File: src/rtl/ptmr_pkg.sv
package ptmr_pkg;
  localparam int unsigned CH_BASE   = 12'h120;
  localparam int unsigned CH_STRIDE = 16;
  localparam int unsigned GCTL_ADDR = 12'h000;
  localparam int unsigned LIFE_HI   = 12'h0E0;
  localparam int unsigned LIFE_LO   = 12'h0E4;

  typedef enum logic [2:0] {
    K_NONE, K_GCTL, K_LHI, K_LLO, K_LOAD, K_CNT, K_CTL, K_FLG
  } reg_kind_e;

  localparam int unsigned CTL_EN    = 0;
  localparam int unsigned CTL_IE    = 1;
  localparam int unsigned CTL_CHAIN = 2;
endpackage

File: src/rtl/ptmr_decode.sv
module ptmr_decode import ptmr_pkg::*; #(
  parameter int unsigned N_CH   = 8,
  parameter int unsigned ADDR_W = 12,
  localparam int unsigned IDX_W = (N_CH > 1) ? $clog2(N_CH) : 1
) (
  input  logic [ADDR_W-1:0] addr,
  output reg_kind_e         kind,
  output logic [IDX_W-1:0]  idx
);
  localparam int unsigned CH_END = CH_BASE + N_CH * CH_STRIDE;

  logic [ADDR_W-1:0] off;
  logic              in_ch;

  always_comb begin
    off   = addr - ADDR_W'(CH_BASE);
    in_ch = (32'(addr) >= CH_BASE) && (32'(addr) < CH_END);
    kind  = K_NONE;
    idx   = IDX_W'(off >> 4);
    if (addr[1:0] == 2'b00) begin
      if (32'(addr) == GCTL_ADDR)     kind = K_GCTL;
      else if (32'(addr) == LIFE_HI)  kind = K_LHI;
      else if (32'(addr) == LIFE_LO)  kind = K_LLO;
      else if (in_ch) begin
        unique case (off[3:2])
          2'd0: kind = K_LOAD;
          2'd1: kind = K_CNT;
          2'd2: kind = K_CTL;
          default: kind = K_FLG;
        endcase
      end
    end
  end
endmodule

File: src/rtl/ptmr_channel.sv
module ptmr_channel import ptmr_pkg::*; #(
  parameter int unsigned CNT_W   = 32,
  parameter bit          CHAIN_OK = 1'b1
) (
  input  logic             clk,
  input  logic             rst_n,
  input  logic             run,
  input  logic             tick,
  input  logic             prev_exp,
  input  logic             wr_load,
  input  logic             wr_ctl,
  input  logic             wr_flg,
  input  logic [CNT_W-1:0] wdata,
  output logic [CNT_W-1:0] load_q,
  output logic [CNT_W-1:0] cnt_q,
  output logic [2:0]       ctl_q,
  output logic             flag_q,
  output logic             expire,
  output logic             irq
);
  logic step_src, step_ok, en_rise, clr;

  always_comb begin
    step_src = (CHAIN_OK && ctl_q[CTL_CHAIN]) ? prev_exp : tick;
    step_ok  = run && ctl_q[CTL_EN] && step_src;
    en_rise  = wr_ctl && wdata[CTL_EN] && !ctl_q[CTL_EN];
    expire   = step_ok && (cnt_q == '0);
    clr      = wr_flg && wdata[0];
    irq      = flag_q && ctl_q[CTL_IE];
  end

  always_ff @(posedge clk) begin
    if (!rst_n) begin
      load_q <= '0;
      cnt_q  <= '0;
      ctl_q  <= '0;
      flag_q <= 1'b0;
    end else begin
      if (wr_load) load_q <= wdata;
      if (wr_ctl)  ctl_q  <= wdata[2:0];
      if (en_rise)      cnt_q <= load_q;
      else if (expire)  cnt_q <= load_q;
      else if (step_ok) cnt_q <= cnt_q - 1'b1;
      if (expire)   flag_q <= 1'b1;
      else if (clr) flag_q <= 1'b0;
    end
  end

  a_r3_decrement: assert property (@(posedge clk) disable iff (!rst_n)
    (step_ok && cnt_q != '0 && !en_rise) |=> (cnt_q == $past(cnt_q) - 1'b1));
  a_r3_reload_flag: assert property (@(posedge clk) disable iff (!rst_n)
    (expire && !wr_load) |=> (flag_q && cnt_q == $past(load_q)));
  a_r2_enable_load: assert property (@(posedge clk) disable iff (!rst_n)
    (en_rise && !wr_load) |=> (cnt_q == $past(load_q)));
  a_r4_clear: assert property (@(posedge clk) disable iff (!rst_n)
    (clr && !expire) |=> !flag_q);
  a_r4_set_wins: assert property (@(posedge clk) disable iff (!rst_n)
    (clr && expire) |=> flag_q);
  a_r7_hold: assert property (@(posedge clk) disable iff (!rst_n)
    (!run && !en_rise) |=> $stable(cnt_q));
endmodule

File: src/rtl/ptmr_readback.sv
module ptmr_readback import ptmr_pkg::*; #(
  parameter int unsigned N_CH  = 8,
  parameter int unsigned CNT_W = 32,
  localparam int unsigned IDX_W = (N_CH > 1) ? $clog2(N_CH) : 1
) (
  input  logic                       clk,
  input  logic                       rst_n,
  input  logic                       rd,
  input  reg_kind_e                  kind,
  input  logic [IDX_W-1:0]           idx,
  input  logic [1:0]                 gctl,
  input  logic [N_CH-1:0][CNT_W-1:0] loads,
  input  logic [N_CH-1:0][CNT_W-1:0] cnts,
  input  logic [N_CH-1:0][2:0]       ctls,
  input  logic [N_CH-1:0]            flags,
  output logic [CNT_W-1:0]           rdata,
  output logic                       rvalid
);
  logic [CNT_W-1:0] low_lat, mux;

  always_comb begin
    mux = '0;
    unique case (kind)
      K_GCTL: mux = CNT_W'(gctl);
      K_LHI:  mux = cnts[1];
      K_LLO:  mux = low_lat;
      K_LOAD: mux = loads[idx];
      K_CNT:  mux = cnts[idx];
      K_CTL:  mux = CNT_W'(ctls[idx]);
      K_FLG:  mux = CNT_W'(flags[idx]);
      default: mux = '0;
    endcase
  end

  always_ff @(posedge clk) begin
    if (!rst_n) begin
      rdata   <= '0;
      rvalid  <= 1'b0;
      low_lat <= '0;
    end else begin
      rvalid <= rd;
      if (rd) rdata <= mux;
      if (rd && kind == K_LHI) low_lat <= cnts[0];
    end
  end

  a_r8_capture: assert property (@(posedge clk) disable iff (!rst_n)
    (rd && kind == K_LHI) |=> (low_lat == $past(cnts[0])));
  a_r9_valid: assert property (@(posedge clk) disable iff (!rst_n)
    rd |=> rvalid);
  a_r9_no_spurious: assert property (@(posedge clk) disable iff (!rst_n)
    !rd |=> !rvalid);
endmodule

File: src/rtl/ptmr_bank.sv
module ptmr_bank import ptmr_pkg::*; #(
  parameter int unsigned N_CH   = 8,
  parameter int unsigned CNT_W  = 32,
  parameter int unsigned ADDR_W = 12,
  localparam int unsigned IDX_W = (N_CH > 1) ? $clog2(N_CH) : 1
) (
  input  logic              clk,
  input  logic              rst_n,
  input  logic              tick,
  input  logic              debug_halt,
  input  logic              bus_req,
  input  logic              bus_we,
  input  logic [ADDR_W-1:0] bus_addr,
  input  logic [CNT_W-1:0]  bus_wdata,
  output logic [CNT_W-1:0]  bus_rdata,
  output logic              bus_rvalid,
  output logic [N_CH-1:0]   irq
);
  reg_kind_e  kind;
  logic [IDX_W-1:0] idx;
  logic frz_q, mdis_q, run, wr, rd;

  logic [N_CH-1:0][CNT_W-1:0] loads, cnts;
  logic [N_CH-1:0][2:0]       ctls;
  logic [N_CH-1:0]            flags;

  ptmr_decode #(.N_CH(N_CH), .ADDR_W(ADDR_W)) u_dec (
    .addr(bus_addr), .kind(kind), .idx(idx)
  );

  always_comb begin
    wr  = bus_req && bus_we;
    rd  = bus_req && !bus_we;
    run = !mdis_q && !(frz_q && debug_halt);
  end

  always_ff @(posedge clk) begin
    if (!rst_n) begin
      frz_q  <= 1'b0;
      mdis_q <= 1'b0;
    end else if (wr && kind == K_GCTL) begin
      frz_q  <= bus_wdata[0];
      mdis_q <= bus_wdata[1];
    end
  end

  for (genvar n = 0; n < N_CH; n++) begin : g_ch
    logic exp_o, prev;
    logic sel;
    assign sel = (32'(idx) == n);
    if (n == 0) begin : g_first
      assign prev = 1'b0;
    end else begin : g_rest
      assign prev = g_ch[n-1].exp_o;
    end
    ptmr_channel #(.CNT_W(CNT_W), .CHAIN_OK(n != 0)) u_ch (
      .clk(clk), .rst_n(rst_n), .run(run), .tick(tick), .prev_exp(prev),
      .wr_load(wr && sel && kind == K_LOAD),
      .wr_ctl (wr && sel && kind == K_CTL),
      .wr_flg (wr && sel && kind == K_FLG),
      .wdata(bus_wdata),
      .load_q(loads[n]), .cnt_q(cnts[n]), .ctl_q(ctls[n]), .flag_q(flags[n]),
      .expire(exp_o), .irq(irq[n])
    );
  end

  ptmr_readback #(.N_CH(N_CH), .CNT_W(CNT_W)) u_rb (
    .clk(clk), .rst_n(rst_n), .rd(rd), .kind(kind), .idx(idx),
    .gctl({mdis_q, frz_q}), .loads(loads), .cnts(cnts), .ctls(ctls),
    .flags(flags), .rdata(bus_rdata), .rvalid(bus_rvalid)
  );

  a_r1_irq_reset: assert property (@(posedge clk)
    !rst_n |=> (irq == '0));
  a_r7_disable_hold: assert property (@(posedge clk) disable iff (!rst_n)
    (mdis_q && !(wr && kind == K_CTL)) |=> $stable(cnts));
endmodule

File: config.mk
export PLATFORM = sky130hd
export DESIGN_NAME = ptmr_bank
export DESIGN_NICKNAME = d
export VERILOG_FILES = /design/src/rtl/ptmr_pkg.sv /design/src/rtl/ptmr_decode.sv /design/src/rtl/ptmr_channel.sv /design/src/rtl/ptmr_readback.sv /design/src/rtl/ptmr_bank.sv
export SDC_FILE = /design/constraint.sdc
export NUM_CORES = 2
export LEC_CHECK = 0
export BUFFER_PORTS_ARGS = -buffer_cell sky130_fd_sc_hd__buf_2
export CAP_MARGIN = 20
export CORE_ASPECT_RATIO = 1.75
export CORE_UTILIZATION = 60
export CTS_BUF_LIST = sky130_fd_sc_hd__clkbuf_8
export DETAILED_ROUTE_END_ITERATION = 12
export GPL_ROUTABILITY_DRIVEN = 1
export PLACE_DENSITY_LB_ADDON = 0.12
export SYNTH_ARGS = -nofsm -noshare
export SYNTH_HDL_FRONTEND = slang
export SYNTH_SLANG_ARGS = --single-unit
File: constraint.sdc
create_clock -name clk -period 10.21 [get_ports clk]
set_input_delay 1.5315 -clock clk [delete_from_list [all_inputs] [get_ports clk]]
set_output_delay 1.5315 -clock clk [all_outputs]
set_load 0.01 [all_outputs]
=== Yosys cells after proc, flatten, opt, wreduce, memory -nomap -nowiden ===
Cells that the tools add are included.

* Register bits: 611
* Logic and storage cells: 263

* $add $sub $neg: 9
* $lt $le $gt $ge: 3
* Equal/unequal tests: 18
* Mux-type cells: 62
* Reductions and logical operators: 134

{| class="wikitable"
|+ Operator list
! cell !! count
|-
| 2-to-1 mux 32 bit || 26
|-
| zero test 32 bit || 8
|-
| subtractor 32 x 1 -> 32 bit (second input constant) || 8
|-
| one-hot mux 32 bit (7 select lines) || 1
|-
| binary-select mux 32 bit (select 3 bit) || 2
|-
| logical AND 1 bit || 95
|-
| == test 12 x 8 -> 1 bit (second input constant) || 2
|-
| == test 3 bit (second input constant) || 8
|-
| 2-to-1 mux 1 bit || 24
|-
| nonzero test 3 bit || 8
|-
| 2-to-1 mux 3 bit || 6
|-
| nonzero test 2 bit || 8
|-
| == test 3 x 2 -> 1 bit (second input constant) || 4
|-
| >= comparator 12 x 9 -> 1 bit (second input constant) || 1
|-
| zero test 12 bit || 1
|-
| < comparator 12 x 9 -> 1 bit (second input constant) || 1
|-
| zero test 1 bit || 11
|-
| binary-select mux 3 bit (select 3 bit) || 1
|-
| subtractor 7 x 6 -> 7 bit (second input constant) || 1
|-
| == test 3 x 1 -> 1 bit (second input constant) || 2
|-
| one-hot mux 2 bit (3 select lines) || 1
|-
| zero test 2 bit || 2
|-
| < comparator 3 x 4 -> 1 bit (second input constant) || 1
|-
| binary-select mux 1 bit (select 3 bit) || 1
|-
| 3 further kinds || 3
|}

=== Longest topological paths before layout ===
* Depth after elaboration: 29
* Gate-level depth with buffers: 16
* Depth with buffers taken out: 12

=== Modules after synthesis ===
Synthesis repeated with hierarchy kept, for this count alone.

* Cells, all modules: 3917
* Area total of the unflattened synthesis: 34187.8 µm²

{| class="wikitable"
|+ By module, submodules not included
! module !! times used !! cells an instance !! area each (µm²) !! sequential area each (µm²)
|-
| ptmr_channel at g_ch[4].u_ch ... || 4 || 384 || 3306.9 || 1361.3
|-
| ptmr_channel at g_ch[1].u_ch ... || 3 || 385 || 3330.7 || 1361.3
|-
| ptmr_readback || 1 || 758 || 7235.7 || 1301.2
|-
| ptmr_channel at g_ch[0].u_ch || 1 || 395 || 3314.4 || 1361.3
|-
| ptmr_bank || 1 || 54 || 281.5 || 40.0
|-
| ptmr_decode || 1 || 19 || 136.4 || 0.0
|}

=== Least setup slack after synthesis ===
Ideal clock, no wire load.

* Kind: input -> register
* Start point: in bus_addr[4]
* End point: reg g_ch[6].u_ch.cnt_q[28]
* Setup time: 119 ps
* Data arrival time: 4398 ps
* Required time: 10091 ps
* Path slack: 5694 ps
* Stages: 12
* Cell sequence: buf_2 -> nor4_2 -> a2111oi_0 -> or3_1 -> or3b_1 -> buf_2 -> or3_1 -> buf_2 -> o211a_1 -> buf_2 -> clkbuf_1 -> o221a_2

* Longest elaborated chain between the ends: 12
* Elaborated cells on any way between the ends: 20
* Those cells by class: 1 x add/sub; 2 x order compare; 4 x eq/ne; 6 x mux; 7 x reduce/logical

{| class="wikitable"
|+ Ends and longest elaborated chain
! element !! RTL line !! source
|-
| from (decl) || ptmr_bank.sv:13 || <nowiki>input logic [ADDR_W-1:0] bus_addr,</nowiki>
|-
| >= comparator 12 x 9 -> 1 bit / < comparator 12 x 9 -> 1 bit (equally long branches) || ptmr_decode.sv:17 || <nowiki>in_ch = (32'(addr) >= CH_BASE) && (32'(addr) < CH_END);</nowiki>
|-
| logical AND 1 bit || ptmr_decode.sv:17 ||
|-
| 2-to-1 mux 3 bit || ptmr_decode.sv:24 || <nowiki>else if (in_ch) begin</nowiki>
|-
| 2-to-1 mux 3 bit || ptmr_decode.sv:23 || <nowiki>else if (32'(addr) == LIFE_LO) kind = K_LLO;</nowiki>
|-
| 2-to-1 mux 3 bit || ptmr_decode.sv:22 || <nowiki>else if (32'(addr) == LIFE_HI) kind = K_LHI;</nowiki>
|-
| 2-to-1 mux 3 bit || ptmr_decode.sv:21 || <nowiki>if (32'(addr) == GCTL_ADDR) kind = K_GCTL;</nowiki>
|-
| 2-to-1 mux 3 bit || ptmr_decode.sv:20 || <nowiki>if (addr[1:0] == 2'b00) begin</nowiki>
|-
| == test 3 bit || ptmr_bank.sv:59 || <nowiki>.wr_ctl (wr && sel && kind == K_CTL),</nowiki>
|-
| logical AND 1 bit (*) || ptmr_bank.sv:59 ||
|-
| logical AND 1 bit (*) (2 in a row) || ptmr_channel.sv:26 || <nowiki>en_rise = wr_ctl && wdata[CTL_EN] && !ctl_q[CTL_EN];</nowiki>
|-
| nonzero test 3 bit (no source line) / 2-to-1 mux 32 bit (equally long branches) || n/a ||
|-
| to (signal assigned) || ptmr_channel.sv:41 || <nowiki>if (en_rise) cnt_q <= load_q;</nowiki>
|-
| to (signal assigned) || ptmr_channel.sv:42 || <nowiki>else if (expire) cnt_q <= load_q;</nowiki>
|-
| to (signal assigned) || ptmr_channel.sv:43 || <nowiki>else if (step_ok) cnt_q <= cnt_q - 1'b1;</nowiki>
|-
| to (decl) || ptmr_channel.sv:15 || <nowiki>output logic [CNT_W-1:0] cnt_q,</nowiki>
|}

Mark *: on every way between the ends. The rest lies on a longest branch, timed or not.
A chain may end at the register's enable or synchronous reset.

=== Worst setup path after layout ===
* Start point: in bus_addr[2]
* End point: reg g_ch[7].u_ch.cnt_q[16]

* Longest elaborated chain between the ends: 13
* Elaborated cells on any way between the ends: 24
* Those cells by class: 1 x add/sub; 2 x order compare; 6 x eq/ne; 7 x mux; 8 x reduce/logical

{| class="wikitable"
|+ Ends and longest elaborated chain
! element !! RTL line !! source
|-
| subtractor 7 x 6 -> 7 bit || ptmr_decode.sv:16 || <nowiki>off = addr - ADDR_W'(CH_BASE);</nowiki>
|-
| == test 2 bit, or another cell as far along || ptmr_decode.sv:25 || <nowiki>unique case (off[3:2])</nowiki>
|-
| one-hot mux 2 bit (3 select lines) || ptmr_decode.sv:25 ||
|-
| 2-to-1 mux 3 bit || ptmr_decode.sv:24 ||
|-
| 2-to-1 mux 3 bit || ptmr_decode.sv:23 ||
|-
| 2-to-1 mux 3 bit || ptmr_decode.sv:22 ||
|-
| 2-to-1 mux 3 bit || ptmr_decode.sv:21 ||
|-
| 2-to-1 mux 3 bit || ptmr_decode.sv:20 ||
|-
| == test 3 bit || ptmr_bank.sv:59 ||
|-
| logical AND 1 bit (*) || ptmr_bank.sv:59 ||
|-
| logical AND 1 bit (*) (2 in a row) || ptmr_channel.sv:26 ||
|-
| nonzero test 3 bit (no source line) / 2-to-1 mux 32 bit (equally long branches) || n/a ||
|-
| to (signal assigned) || ptmr_channel.sv:41 ||
|-
| to (signal assigned) || ptmr_channel.sv:42 ||
|-
| to (signal assigned) || ptmr_channel.sv:43 ||
|-
| to (decl) || ptmr_channel.sv:15 ||
|}

Marked as above.

==> results_dict.tcl <==
set metrics [dict create \
    outcome "completed" \
    fp.dieH_um 317 \
    wl_met2_um 63700 \
    synth_ff_type "dfxtp_1" \
    root_buffer "clkbuf_8" \
    synth_nets 4463 \
    clock_latency_ps 770 \
    synth-compound-area-share 0.211 \
    die_w_um 182 \
    ctsHoldBuffers 0 \
    drive_above_1_share 0.129 \
    fin_crit_ps 5490 \
    yosysSeqAreaShare 0.361 \
    htreeDepth 3 \
    crit_required_ps 10870 \
    cts_tree "done" \
    grt_max_degree 171 \
    initial_utilization 0.606 \
    tightest_slew_ps 1150 \
    dpl.hpwl_um 96800 \
    hp-class "reg2reg" \
    rsz0062_at_grt "no" \
    grt_pass1_vias 32100 \
    synth_edf_count 0 \
    antenna_found_initial 9 \
    setup_tns_ps 0 \
    netlist_instances 4402 \
    relSlewSlack 0.235 \
    max_freq_mhz 182 \
    synth_commonest_cells "nand2_1 (891), a21oi_1 (640), dfxtp_1 (611), nor2_1 (322), o21ai_0 (286)" \
    gp_congestion 1.05 \
    path_clk_slew_ps 60 \
    peakVddDrop_mv 0.137 \
    skew_ps 40.5 \
    yosys_register_bits 611 \
    hold_start "u_rb.rdata[7]" \
    vias 35000 \
    synth-async-reset-ratio 0 \
    clk_path_buf_depth 3 \
    setup_viol 0 \
    io_pins 91 \
    fin_crit_sh 0.538 \
    startpoint_type "input pin" \
    cp_max_fo 41 \
    vias_per_cell 6.90 \
    grt_pass1_wl_um 202000 \
    synthMuxAreaShare 0.126 \
    leakage_nw 13.5 \
    critPathArrivalTime_ps 6150 \
    die_area_um2 57500 \
    cts_resized 0 \
    drc 0 \
    rrSetupSlack_ps 5170 \
    wl_met1_um 45200 \
    yosysUniqueCellTypes 87 \
    power_w 0.00489 \
    grt_use_total 0.472 \
    core_area_um2 56000 \
    cp-startpoint "bus_addr[2]" \
    ys_top_cells_by_area "dfxtp_1 (36%), nand2_1 (9.9%), a21oi_1 (9.4%)" \
    power_density_nw_per_um2 133 \
    final_cells 5075 \
    routedWlPerCell_um 27.1 \
    whs_ps 450 \
    ant_nets 0 \
    synth_xor_area_frac 0.000258 \
    crit_type "in2reg" \
    synth-simple-area-share 0.246 \
    cp-end-kind "register" \
    wl_met3_um 15400 \
    core.rowCount 115 \
    synthAdderAreaFrac 0.00406 \
    max_cap_violations 0 \
    gr-total-overflow 0 \
    cts_setup_buffers 0 \
    avgSynthCellArea_um2 7.71 \
    nets 4358 \
    dp.cells 4903 \
    top_layer "met5" \
    drt_iter0_markers 4574 \
    cts.sinks 611 \
    r2r-start "g_ch[6].u_ch.cnt_q[0]" \
    yosysMostFrequentCell "nand2_1" \
    cts_buffers 91 \
    syn_to_final_growth_pct 7.99 \
    port_buffers 90 \
    synth_top_family_by_area "simple AND/OR/NAND/NOR gates" \
    ys_warn_count 0 \
    synth_top_cell_by_area "dfxtp_1" \
    synth_top_cell_area_share 0.361 \
    finalMaxSlewViolations 0 \
    finalHoldViolCount 0 \
    wirelength_um 138000 \
    dr.pass1.iters 7 \
    netlist_area_um2 33900 \
]
stage by stage:
step | cell area (um2) | util | setup WS [ps]
global route | 36600 | 0.655 | 4570
finish | 36600 | 0.655 | 4720
global placement | 34500 | 0.616 | 4160
CTS | 36600 | 0.653 | 4850
floorplan | 33900 | - | 5690
detailed placement | 34500 | 0.616 | 4100
final timing paths:
| check | cells after the start | end |
|---|---|---|
| worst min register to register | 2 | u_rb.rdata[7] |
| worst min-delay path | 2 | u_rb.rdata[7] |
| worst max register to register | 13 | g_ch[7].u_ch.cnt_q[16] |
| worst max-delay path | 12 | g_ch[7].u_ch.cnt_q[16] |
layout make-up:
| type | instances | area (um2) |
|---|---|---|
| multi-input cells | 3352 | 20000 |
| fillers | 5132 | 19300 |
| flip-flops and latches | 611 | 12200 |
| well taps | 702 | 878 |
| clock inverters | 43 | 388 |
| clock buffers | 122 | 1680 |
| inverters | 70 | 270 |
| repair buffers | 171 | 1140 |
| diodes | 4 | 10.0 |
where the power goes:
part / leakage, nW / total, W / internal (W) / switching (W)
Sequential: 4.92 / 0.00238 / 0.00238 / 0.000000371
Combinational: 7.48 / 0.000195 / 0.0000539 / 0.000141
Clock: 1.13 / 0.00231 / 0.00125 / 0.00106
worst max-delay path: stages:
cell       delay, ps
buf_2             80
buf_4            500
nor2b_1           90
a2111oi_0        720
or3_1            260
or3b_1           120
buf_4            250
or3_1            530
nand2_1          550
nor2_1           980
a31oi_1          210
o221a_2          290
sequential cells by signal (all words and copies together) (netlist names):
name / cells
g_ch.u_ch.cnt_q: 256
g_ch.u_ch.load_q: 256
u_rb.low_lat: 32
u_rb.rdata: 32
g_ch.u_ch.ctl_q: 24
g_ch.u_ch.flag_q: 8
frz_q: 1
mdis_q: 1
u_rb.rvalid: 1
cell families after synthesis:
| logic type | Yosys count |
|---|---|
| AO/OA/AOI/OAI | 1243 |
| multiplexers | 254 |
| buffers and inverters | 439 |
| flip-flops | 611 |
| adder cells (fa/ha/maj) | 11 |
| AND/OR/NAND/NOR | 1843 |
| XOR/XNOR | 1 |
layer usage:
layer,track usage,vias up
met2,0.767,2308
met5,0.00833,-
met4,0.397,8
met1,0.522,16400
li1,-,15600
met3,0.117,687
cell usage in the layout, fill, tap and decap left out, types with 76 or more instances in the layout:
master,n
nand2_1,890
clkbuf_8,123
nor2_1,311
buf_2,87
dfxtp_1,611
nand3_1,99
buf_4,76
a21oi_1,639
o21ai_0,286
nor3_1,169
inv_1,84
mux4_2,138
mux2i_1,109
(Power assumes the default switching activity.)
